--- config.mk ---
export PLATFORM = sky130hd
export DESIGN_NAME = sc_wait_timer
export DESIGN_NICKNAME = d
export VERILOG_FILES = /design/src/rtl/sc_wt_pkg.sv /design/src/rtl/sc_wt_regs.sv /design/src/rtl/sc_wt_wait.sv /design/src/rtl/sc_wt_guard.sv /design/src/rtl/sc_wait_timer.sv
export SDC_FILE = /design/constraint.sdc
export NUM_CORES = 1
export LEC_CHECK = 0
export ABC_AREA = 1
export BUFFER_PORTS_ARGS = -buffer_cell sky130_fd_sc_hd__buf_2
export CAP_MARGIN = 20
export CELL_PAD_IN_SITES_DETAIL_PLACEMENT = 0
export CELL_PAD_IN_SITES_GLOBAL_PLACEMENT = 1
export CORE_UTILIZATION = 45
export DETAILED_ROUTE_END_ITERATION = 10
export HOLD_SLACK_MARGIN = 0.15
export PLACE_DENSITY = 0.8
export SKIP_LAST_GASP = 1
export SYNTH_ARGS = -nofsm -noshare
export SYNTH_HDL_FRONTEND = slang
export SYNTH_SLANG_ARGS = --single-unit
--- constraint.sdc ---
create_clock -name clk_i -period 5.6 [get_ports clk_i]
set_input_delay 1.68 -clock clk_i [delete_from_list [all_inputs] [get_ports clk_i]]
set_output_delay 1.68 -clock clk_i [all_outputs]
set_load 0.01 [all_outputs]
--- src/rtl/sc_wt_pkg.sv ---
package sc_wt_pkg;
  typedef enum logic [1:0] {
    TMO_OFF = 2'd0,
    TMO_IWT = 2'd1,
    TMO_CWT = 2'd2,
    TMO_BWT = 2'd3
  } tmo_e;

  localparam logic [2:0] A_WAIT = 3'd0;
  localparam logic [2:0] A_EGT  = 3'd1;
  localparam logic [2:0] A_BGT  = 3'd2;
  localparam logic [2:0] A_ARM  = 3'd3;
  localparam logic [2:0] A_CLR  = 3'd4;
endpackage

--- src/rtl/sc_wt_regs.sv ---
module sc_wt_regs
  import sc_wt_pkg::*;
#(
  parameter int WAIT_W = 24,
  parameter int GT_W   = 8
) (
  input  logic              clk_i,
  input  logic              rst_ni,
  input  logic              wr_en_i,
  input  logic [2:0]        wr_addr_i,
  input  logic [WAIT_W-1:0] wr_data_i,
  output logic [WAIT_W-1:0] wait_o,
  output logic [GT_W-1:0]   egt_o,
  output logic [GT_W-1:0]   bgt_o,
  output tmo_e              sel_o,
  output logic              arm_o,
  output tmo_e              arm_sel_o,
  output logic [2:0]        clr_o
);
  assign arm_o     = wr_en_i && (wr_addr_i == A_ARM);
  assign arm_sel_o = tmo_e'(wr_data_i[1:0]);
  assign clr_o     = (wr_en_i && (wr_addr_i == A_CLR)) ? wr_data_i[2:0] : 3'b000;

  always_ff @(posedge clk_i or negedge rst_ni) begin
    if (!rst_ni) begin
      wait_o <= '0;
      egt_o  <= '0;
      bgt_o  <= '0;
      sel_o  <= TMO_OFF;
    end else if (wr_en_i) begin
      case (wr_addr_i)
        A_WAIT:  wait_o <= wr_data_i;
        A_EGT:   egt_o  <= wr_data_i[GT_W-1:0];
        A_BGT:   bgt_o  <= wr_data_i[GT_W-1:0];
        A_ARM:   sel_o  <= arm_sel_o;
        default: ;
      endcase
    end
  end
endmodule

--- src/rtl/sc_wt_wait.sv ---
module sc_wt_wait
  import sc_wt_pkg::*;
#(
  parameter int WAIT_W = 24
) (
  input  logic              clk_i,
  input  logic              rst_ni,
  input  logic              etu_i,
  input  logic              rx_start_i,
  input  logic              tx_start_i,
  input  tmo_e              sel_i,
  input  logic              arm_i,
  input  tmo_e              arm_sel_i,
  input  logic [WAIT_W-1:0] wait_i,
  input  logic [2:0]        clr_i,
  output logic [2:0]        flags_o
);
  logic [WAIT_W-1:0] cnt_q, cnt_d;
  logic [WAIT_W:0]   cnt_nxt;
  logic              run_q, run_d, fire;
  logic [2:0]        fire_vec;

  assign cnt_nxt = {1'b0, cnt_q} + 1'b1;

  always_comb begin
    cnt_d = cnt_q;
    run_d = run_q;
    fire  = 1'b0;
    if (arm_i) begin
      cnt_d = '0;
      run_d = (arm_sel_i == TMO_IWT);
    end else if (sel_i == TMO_OFF) begin
      run_d = 1'b0;
    end else if (rx_start_i) begin
      // character wait restarts, the others stop
      cnt_d = '0;
      run_d = (sel_i == TMO_CWT);
    end else if (tx_start_i && sel_i == TMO_BWT) begin
      cnt_d = '0;
      run_d = 1'b1;
    end else if (run_q && etu_i) begin
      if (cnt_nxt >= {1'b0, wait_i}) begin
        run_d = 1'b0;
        fire  = 1'b1;
      end else begin
        cnt_d = cnt_nxt[WAIT_W-1:0];
      end
    end
  end

  always_comb begin
    case (sel_i)
      TMO_IWT: fire_vec = {2'b00, fire};
      TMO_CWT: fire_vec = {1'b0, fire, 1'b0};
      TMO_BWT: fire_vec = {fire, 2'b00};
      default: fire_vec = 3'b000;
    endcase
  end

  always_ff @(posedge clk_i or negedge rst_ni) begin
    if (!rst_ni) begin
      cnt_q   <= '0;
      run_q   <= 1'b0;
      flags_o <= '0;
    end else begin
      cnt_q   <= cnt_d;
      run_q   <= run_d;
      flags_o <= (flags_o & ~clr_i) | fire_vec;
    end
  end
endmodule

--- src/rtl/sc_wt_guard.sv ---
module sc_wt_guard #(
  parameter int GT_W     = 8,
  parameter int CHAR_ETU = 12
) (
  input  logic            clk_i,
  input  logic            rst_ni,
  input  logic            etu_i,
  input  logic            rx_start_i,
  input  logic            tx_start_i,
  input  logic            tx_mode_i,
  input  logic [GT_W-1:0] egt_i,
  input  logic [GT_W-1:0] bgt_i,
  output logic            tx_ok_o
);
  localparam int GC_W = GT_W + 2;
  localparam logic [GC_W-1:0] CHR = GC_W'(CHAR_ETU);
  localparam logic [GC_W-1:0] SAT = '1;

  logic [GC_W-1:0] gap_q, req_chr, req_blk, req;
  logic            seen_q, last_rx_q;

  assign req_chr = CHR + GC_W'(egt_i);
  assign req_blk = GC_W'(bgt_i);
  assign req     = (last_rx_q && req_blk > req_chr) ? req_blk : req_chr;
  assign tx_ok_o = tx_mode_i && (!seen_q || gap_q >= req);

  always_ff @(posedge clk_i or negedge rst_ni) begin
    if (!rst_ni) begin
      gap_q     <= '0;
      seen_q    <= 1'b0;
      last_rx_q <= 1'b0;
    end else if (rx_start_i) begin
      gap_q     <= '0;
      seen_q    <= 1'b1;
      last_rx_q <= 1'b1;
    end else if (tx_start_i) begin
      gap_q     <= '0;
      seen_q    <= 1'b1;
      last_rx_q <= 1'b0;
    end else if (etu_i && gap_q != SAT) begin
      gap_q <= gap_q + 1'b1;
    end
  end
endmodule

--- src/rtl/sc_wait_timer.sv ---
module sc_wait_timer
  import sc_wt_pkg::*;
#(
  parameter int WAIT_W   = 24,
  parameter int GT_W     = 8,
  parameter int CHAR_ETU = 12
) (
  input  logic              clk_i,
  input  logic              rst_ni,
  input  logic              etu_i,
  input  logic              rx_start_i,
  input  logic              tx_start_i,
  input  logic              tx_mode_i,
  input  logic              wr_en_i,
  input  logic [2:0]        wr_addr_i,
  input  logic [WAIT_W-1:0] wr_data_i,
  output logic              tx_ok_o,
  output logic [2:0]        tmo_flags_o,
  output logic              irq_o
);
  logic [WAIT_W-1:0] wait_v;
  logic [GT_W-1:0]   egt_v, bgt_v;
  tmo_e              sel, arm_sel;
  logic              arm;
  logic [2:0]        clr;

  sc_wt_regs #(.WAIT_W(WAIT_W), .GT_W(GT_W)) u_regs (
    .clk_i, .rst_ni, .wr_en_i, .wr_addr_i, .wr_data_i,
    .wait_o(wait_v), .egt_o(egt_v), .bgt_o(bgt_v),
    .sel_o(sel), .arm_o(arm), .arm_sel_o(arm_sel), .clr_o(clr)
  );

  sc_wt_wait #(.WAIT_W(WAIT_W)) u_wait (
    .clk_i, .rst_ni, .etu_i, .rx_start_i, .tx_start_i,
    .sel_i(sel), .arm_i(arm), .arm_sel_i(arm_sel),
    .wait_i(wait_v), .clr_i(clr), .flags_o(tmo_flags_o)
  );

  sc_wt_guard #(.GT_W(GT_W), .CHAR_ETU(CHAR_ETU)) u_guard (
    .clk_i, .rst_ni, .etu_i, .rx_start_i, .tx_start_i, .tx_mode_i,
    .egt_i(egt_v), .bgt_i(bgt_v), .tx_ok_o
  );

  assign irq_o = |tmo_flags_o;
endmodule

==> impl_metrics.toml, run 1 <==
[placement]
pre_cts_slack_ps = 757
globalplace.congestion = 0.841
dp_hpwl_um = 9410
io_buffer_count = 38

[floorplanning]
start_util = 0.464
rows = 39
fp.dieH_um = 111
die_area_um2 = 12300
die_w_um = 111
core_um2 = 11500
pin_count = 39

[cts]
tritoncts = "built"
clk_latency_ps = 340
cts_made_buffers = 9
clock-sinks = 82
cts_hold_buffers = 0
post-cts-setup-buffers = 0
post_cts_resized = 0
cts_max_level = 3
cts_buffer_depth = 2
cts.reportedPaths.clkPinSlew_ps = 70
root_buffer = "clkbuf_16"

[route]
first_pass_iters = 5
viasPerCell = 5.02
drc = 0
wl_per_cell_um = 13.6
drt_iter0_drc = 260
ant_nets = 0
routed_wl_um = 12400
via_count = 4571

[sta]
finalClockSkew_ps = 5.30
fmax_mhz = 193
period_needed_ps = 5190
final_hold_viol_count = 0
setup_tns_ps = 0
timing.final.ws_setup_ps = 408
max-slew-margin-rel = 0.299
final.period_utilization = 0.927
rsz0062_at_grt = "false"
maxSlewViolCount = 0
worst_pin_slew_ps = 1050
finalSetupViolCount = 0

[pwr]
p_sw_mw = 0.557
switching_share = 0.317
pwr-share-clk = 0.366
p_int_mw = 1.20
cellLeakagePower_nw = 3.24
vdd_drop_max_uv = 196
combPwrFrac = 0.232
pwr-share-seq = 0.402
p_per_area_nw_per_um2 = 294

[critical_path]
cp_top_family = "adder cells"
r2r_end = "u_wait.cnt_q[18]"
crit_buf_inv = 4
worstPathCellList = "inv_1 > ha_1 > ha_1 > nand2_1 > inv_1 > o21ai_0 > nand2_1 > a21boi_0 > o21ai_0 > o311ai_1 > buf_4 > nand2_1 > o21ai_0 > ha_1 > nand2_1 > nor4_1 > a31oi_1 > a21boi_0 > buf_2"
worst_setup_path_end_kind = "output port"
cpMostUsedCell = "nand2_1"
worstPathArrival_ps = 3510
reg2reg_slack_ps = 1590
slowest_delay_ps = 420
cp.depth = 19
path_max_fanout = 16
startpoint = "u_regs.egt_o[2]"
cp-endpoint = "tx_ok_o"
crit_type = "reg -> out"
slowest_stage = "dfrtp_1"
start_kind = "flip-flop"
reg2reg_from = "u_wait.cnt_q[0]"
reg2regPathDepth = 21
crit_required_ps = 3920

[run]
cap_violations = 0

[synthesis]
synthTopCellsByCount = "178 x nand2_1, 107 x inv_1, 85 x nor2_1, 82 x dfrtp_1, 50 x o21ai_0"
synth_area_leader_cell = "dfrtp_1"
yosysTopAreaCellShare = 0.385
yosysMostFrequentCell = "nand2_1"
syn_inst = 725
yosysWarnings = 0
synth_cell_types = 41
synth.area.top_cells = "dfrtp_1 39%, nand2_1 13%, ha_1 10%"
avgSynthCellArea_um2 = 7.34
ys_ff_latch = 82
synthArstFlopShare = 1.00
synth_nets = 803
synth-main-ff-cell = "dfrtp_1"
synth_edf_count = 0
syn_area_um2 = 5330
ys_seq_area_frac = 0.385

[cells_and_area]
fillers = 1169
fin_nets = 841
num_antenna_cells = 0
drive_gt1_frac = 0.100
syn_to_final_growth_pct = 12.5

[status]
status = "finished, final reports clean"

[grt]
grt_max_degree = 83
grt.total_usage = 0.218
grt_pass1_wl_um = 21300
antenna_found_initial = 0
first_global_vias = 4450
gr-total-overflow = 0

[worst_hold_path]
hold-path-cell-count = 1
hold_path_class = "reg -> reg"
[worst reg2reg max path, stage by stage, from the launching register on]
cell,delay [ps]
dfrtp_1,420
ha_1,220
nand2_1,100
nor2_4,130
nand2_2,130
nor3_1,340
nand2_1,170
nor2_1,120
nand2_1,60
nand2_1,120
inv_1,60
ha_1,300
nand2_1,70
nor3_1,190
a21boi_0,220
nand2_1,80
nand4_2,150
nand3_2,330
buf_4,330
nand2_4,240
nand2_1,100
nand2_1,70
[layer usage]
| metal | global-route usage | wire (um) |
|---|---|---|
| met1 | 0.320 | 6590 |
| met4 | 0.0916 | 271 |
| met2 | 0.316 | 5100 |
| met3 | 0.0339 | 455 |
| met5 | 0 | 0 |
[cells in the final DEF (no fill, tap or decap), types with 6 or more instances in the layout]
cell type and n:
a21oi_1 38, buf_2 37, clkbuf_16 9, dfrtp_1 82, ha_1 44, inv_1 107
nand2_1 178, nand3_1 48, nand4_1 6, nor2_1 85, nor3_1 11, o21ai_0 50
xor2_1 19
[flip-flops by register name, summed over array words and instances, names as in the netlist, 2 cells and up]
| name | flops |
|---|---|
| u_wait.flags_o | 3 |
| u_guard.gap_q | 10 |
| u_regs.egt_o | 8 |
| u_regs.bgt_o | 8 |
| u_regs.sel_o | 2 |
| u_regs.wait_o | 24 |
| u_wait.cnt_q | 24 |
[worst min path at each step]
stage,start,to,slack [ps]
2_1_floorplan,u_guard.seen_q,u_guard.seen_q,430
3_3_place_gp,u_guard.seen_q,u_guard.seen_q,460
3_5_place_dp,u_guard.seen_q,u_guard.seen_q,460
4_1_cts,u_guard.seen_q,u_guard.seen_q,480
5_1_grt,u_guard.seen_q,u_guard.seen_q,510
6_report,u_guard.seen_q,u_guard.seen_q,470
[final cells by class]
cell class / count / area (um^2) / area share
multi-input combinational: 516 / 2770 / 0.463
sequential: 82 / 2050 / 0.343
inverter: 111 / 417 / 0.0696
timing repair buffer: 43 / 250 / 0.0418
clock buffer: 10 / 229 / 0.0382
tap: 143 / 179 / 0.0299
clock inverter: 6 / 91.3 / 0.0152
[power groups by stage]
stage | combinational, mW | sequential [mW] | clock [mW]
after floorplan | 0.306 | 0.702 | 0
final | 0.408 | 0.708 | 0.644
after global routing | 0.485 | 0.716 | 0.678
after CTS | 0.413 | 0.707 | 0.659
after detailed placement | 0.411 | 0.718 | 0
after global placement | 0.392 | 0.716 | 0
[logic make-up after synthesis]
family | share of synthesized area
xor gates and xnor gates | 0.0345
DFF | 0.385
AOI/OAI and AO/OA | 0.106
and+or+nand+nor | 0.277
adders and majority gates | 0.103
buffers and inverters | 0.0942
[through the flow]
| step | cells | util | power (mW) | instance area (um^2) | hold slack [ps] |
|---|---|---|---|---|---|
| 2_1_floorplan | 725 | - | 1.01 | 5330 | 433 |
| 3_3_place_gp | 894 | 0.492 | 1.11 | 5640 | 463 |
| 3_5_place_dp | 894 | 0.492 | 1.13 | 5640 | 458 |
| 4_1_cts | 910 | 0.520 | 1.78 | 5960 | 479 |
| 5_1_grt | 911 | 0.522 | 1.88 | 5990 | 515 |
| 6_report | 911 | 0.522 | 1.76 | 5990 | 475 |
Power figures use the tool's default switching activity.
==> run 2: changes to the inputs <==
--- a/config.mk
+++ b/config.mk
@@ -5,12 +5,11 @@
 export SDC_FILE = /design/constraint.sdc
 export NUM_CORES = 1
 export LEC_CHECK = 0
-export ABC_AREA = 1
 export BUFFER_PORTS_ARGS = -buffer_cell sky130_fd_sc_hd__buf_2
 export CAP_MARGIN = 20
 export CELL_PAD_IN_SITES_DETAIL_PLACEMENT = 0
 export CELL_PAD_IN_SITES_GLOBAL_PLACEMENT = 1
-export CORE_UTILIZATION = 45
+export CORE_UTILIZATION = 47
 export DETAILED_ROUTE_END_ITERATION = 10
 export HOLD_SLACK_MARGIN = 0.15
 export PLACE_DENSITY = 0.8
==> impl_metrics.toml, run 2 <==
[status]
status = "finished, final reports clean"

[synthesis]
ys_seq_area_frac = 0.409
synth_area_leader_cell = "dfrtp_1"
yosysWarnings = 0
synth.area.top_cells = "dfrtp_1 41%, ha_1 11%, nand2_1 6.2%"
ys_ff_latch = 82
yosysTopAreaCellShare = 0.409
synth_nets = 627
synthArstFlopShare = 1.00
synthTopCellsByCount = "83 x nand2_1, 82 x dfrtp_1, 55 x o21ai_0, 44 x ha_1, 42 x inv_1"
syn_area_um2 = 5020
synth_cell_types = 51
syn_inst = 549
avgSynthCellArea_um2 = 9.15
synth_edf_count = 0
synth-main-ff-cell = "dfrtp_1"
yosysMostFrequentCell = "nand2_1"

[placement]
io_buffer_count = 38
placed_area_um2 = 5320
dp_hpwl_um = 8050
globalplace.congestion = 0.813
pre_cts_slack_ps = 249

[cells_and_area]
final_area_um2 = 5640
final_common_cell = "nand2_1"
reg_top3 = "u_regs.wait_o: 24 flops, u_wait.cnt_q: 24 flops, u_guard.gap_q: 10 flops"
syn_to_final_growth_pct = 12.4
final_cell_mix = "83 x nand2_1, 82 x dfrtp_1, 52 x o21ai_0, 41 x ha_1, 40 x inv_1"
drive_gt1_frac = 0.167
num_antenna_cells = 0
fin_nets = 666

[route]
first_pass_iters = 4
drt_iter0_drc = 222
viasPerCell = 5.37
drc = 0
ant_nets = 0
via_count = 3917
wl_per_cell_um = 15.0
routed_wl_um = 10900

[critical_path]
start_kind = "flip-flop"
reg2regPathDepth = 14
reg2reg_from = "u_wait.cnt_q[0]"
startpoint = "u_regs.egt_o[2]"
cpMostUsedCell = "a21o_1"
reg2reg_slack_ps = 1340
worst_setup_path_end_kind = "output port"
worstPathCellList = "buf_4 > o21ai_2 > xor2_1 > ha_2 > nor3_2 > a2111oi_2 > o211ai_2 > mux2_2 > ha_1 > nand2b_1 > a21o_1 > a21o_1 > a211oi_2 > o21ai_1 > o211ai_1 > a21oi_1 > buf_2"
crit_required_ps = 3920
path_max_fanout = 3
worstPathArrival_ps = 3690
crit_type = "reg -> out"
slowest_stage = "dfrtp_1"
cp-endpoint = "tx_ok_o"
r2r_end = "u_wait.cnt_q[12]"
slowest_delay_ps = 400

[cts]
cts_made_buffers = 9
root_buffer = "clkbuf_8"
clock-sinks = 82
cts_max_level = 3
clk_latency_ps = 350
tritoncts = "built"
cts_buffer_depth = 2
cts.reportedPaths.clkPinSlew_ps = 80

[grt]
antenna_found_initial = 0
first_global_vias = 3886
grt_max_degree = 83
grt_pass1_wl_um = 18700
gr-total-overflow = 0
grt.total_usage = 0.211

[run]
cap_violations = 0

[floorplanning]
start_util = 0.486
die_w_um = 105
pin_count = 39
fp.dieH_um = 105
core_um2 = 10300
die_area_um2 = 11100
rows = 37

[sta]
finalSetupViolCount = 0
period_needed_ps = 5370
worst_pin_slew_ps = 884
setup_tns_ps = 0
fmax_mhz = 186
finalClockSkew_ps = 8.54
whs_ps = 508
max-slew-margin-rel = 0.408
maxSlewViolCount = 0
final.period_utilization = 0.959
timing.final.ws_setup_ps = 232
final_hold_viol_count = 0

[pwr]
cellLeakagePower_nw = 2.65
vdd_drop_max_uv = 122
fin_total_pwr_mw = 1.62
p_per_area_nw_per_um2 = 287

[worst_hold_path]
hold_path_class = "reg -> reg"
## run 2: cell families (layout without fill, tap and decap cells)
kind of cell             after synthesis  count (layout)  synth area share
multiplexers                          19              19            0.0414
AO/OA/AOI/OAI                        126             126             0.153
AND/OR/NAND/NOR                      187             187             0.183
flip-flops                            82              82             0.409
adder cells (fa/ha/maj)               44              44             0.110
XOR/XNOR                              32              32            0.0558
buffers and inverters                 59             103            0.0488
## run 2: area by class of cell
class                   instances  area [um^2]
clock buffers                   9          124
clock inverters                 7         93.8
fillers                       936         4680
inverters                      42          158
multi-input cells             408         2780
flip-flops and latches         82         2050
well taps                     136          170
repair buffers                 45          265
## run 2: timing repair
| action | in CTS | in global routing |
|---|---|---|
| hold buffers | 0 | 0 |
| resized for setup | 2 | 14 |
| pin swaps | 0 | 8 |
| setup endpoints to repair | 1 | 1 |
| buffers inserted | 0 | 4 |
## run 2: power by group
| group | internal, mW | leakage, nW | switching [mW] |
|---|---|---|---|
| Combinational | 0.199 | 1.49 | 0.245 |
| Clock | 0.250 | 0.105 | 0.217 |
| Sequential | 0.661 | 1.06 | 0.0484 |
| Total | 1.11 | 2.65 | 0.510 |
## run 2: stage by stage
step / utilization / instances
floorplan: - / 549
global placement: 0.515 / 708
detailed placement: 0.515 / 708
CTS: 0.537 / 724
global route: 0.547 / 729
finish: 0.547 / 729
## run 2: worst min-delay path by stage
stage	start	slack, ps	cells after the start	endpoint
6_report	u_wait.flags_o[2]	510	1	u_wait.flags_o[2]
5_1_grt	u_wait.flags_o[2]	540	1	u_wait.flags_o[2]
4_1_cts	u_wait.flags_o[2]	510	1	u_wait.flags_o[2]
3_5_place_dp	u_guard.seen_q	480	1	u_guard.seen_q
3_3_place_gp	u_guard.seen_q	480	1	u_guard.seen_q
2_1_floorplan	u_guard.seen_q	430	1	u_guard.seen_q
## run 2: critical path, delay by kind of cell, from the launching register on
kind	cells	cell delay [ps]
compound gates	9	1170
fa+ha+maj	2	600
flops	1	400
mux	1	350
buf+inv	2	290
simple gates	2	270
xor+xnor	1	260
## run 2: per-layer routing
metal | share of wire | vias up | global-route usage
met1 | 0.48 | 1861 | 0.278
met3 | 0.020 | 10 | 0.0346
met5 | 0 | - | 0
met2 | 0.49 | 44 | 0.354
li1 | - | 2002 | -
met4 | 0.012 | 0 | 0.0664
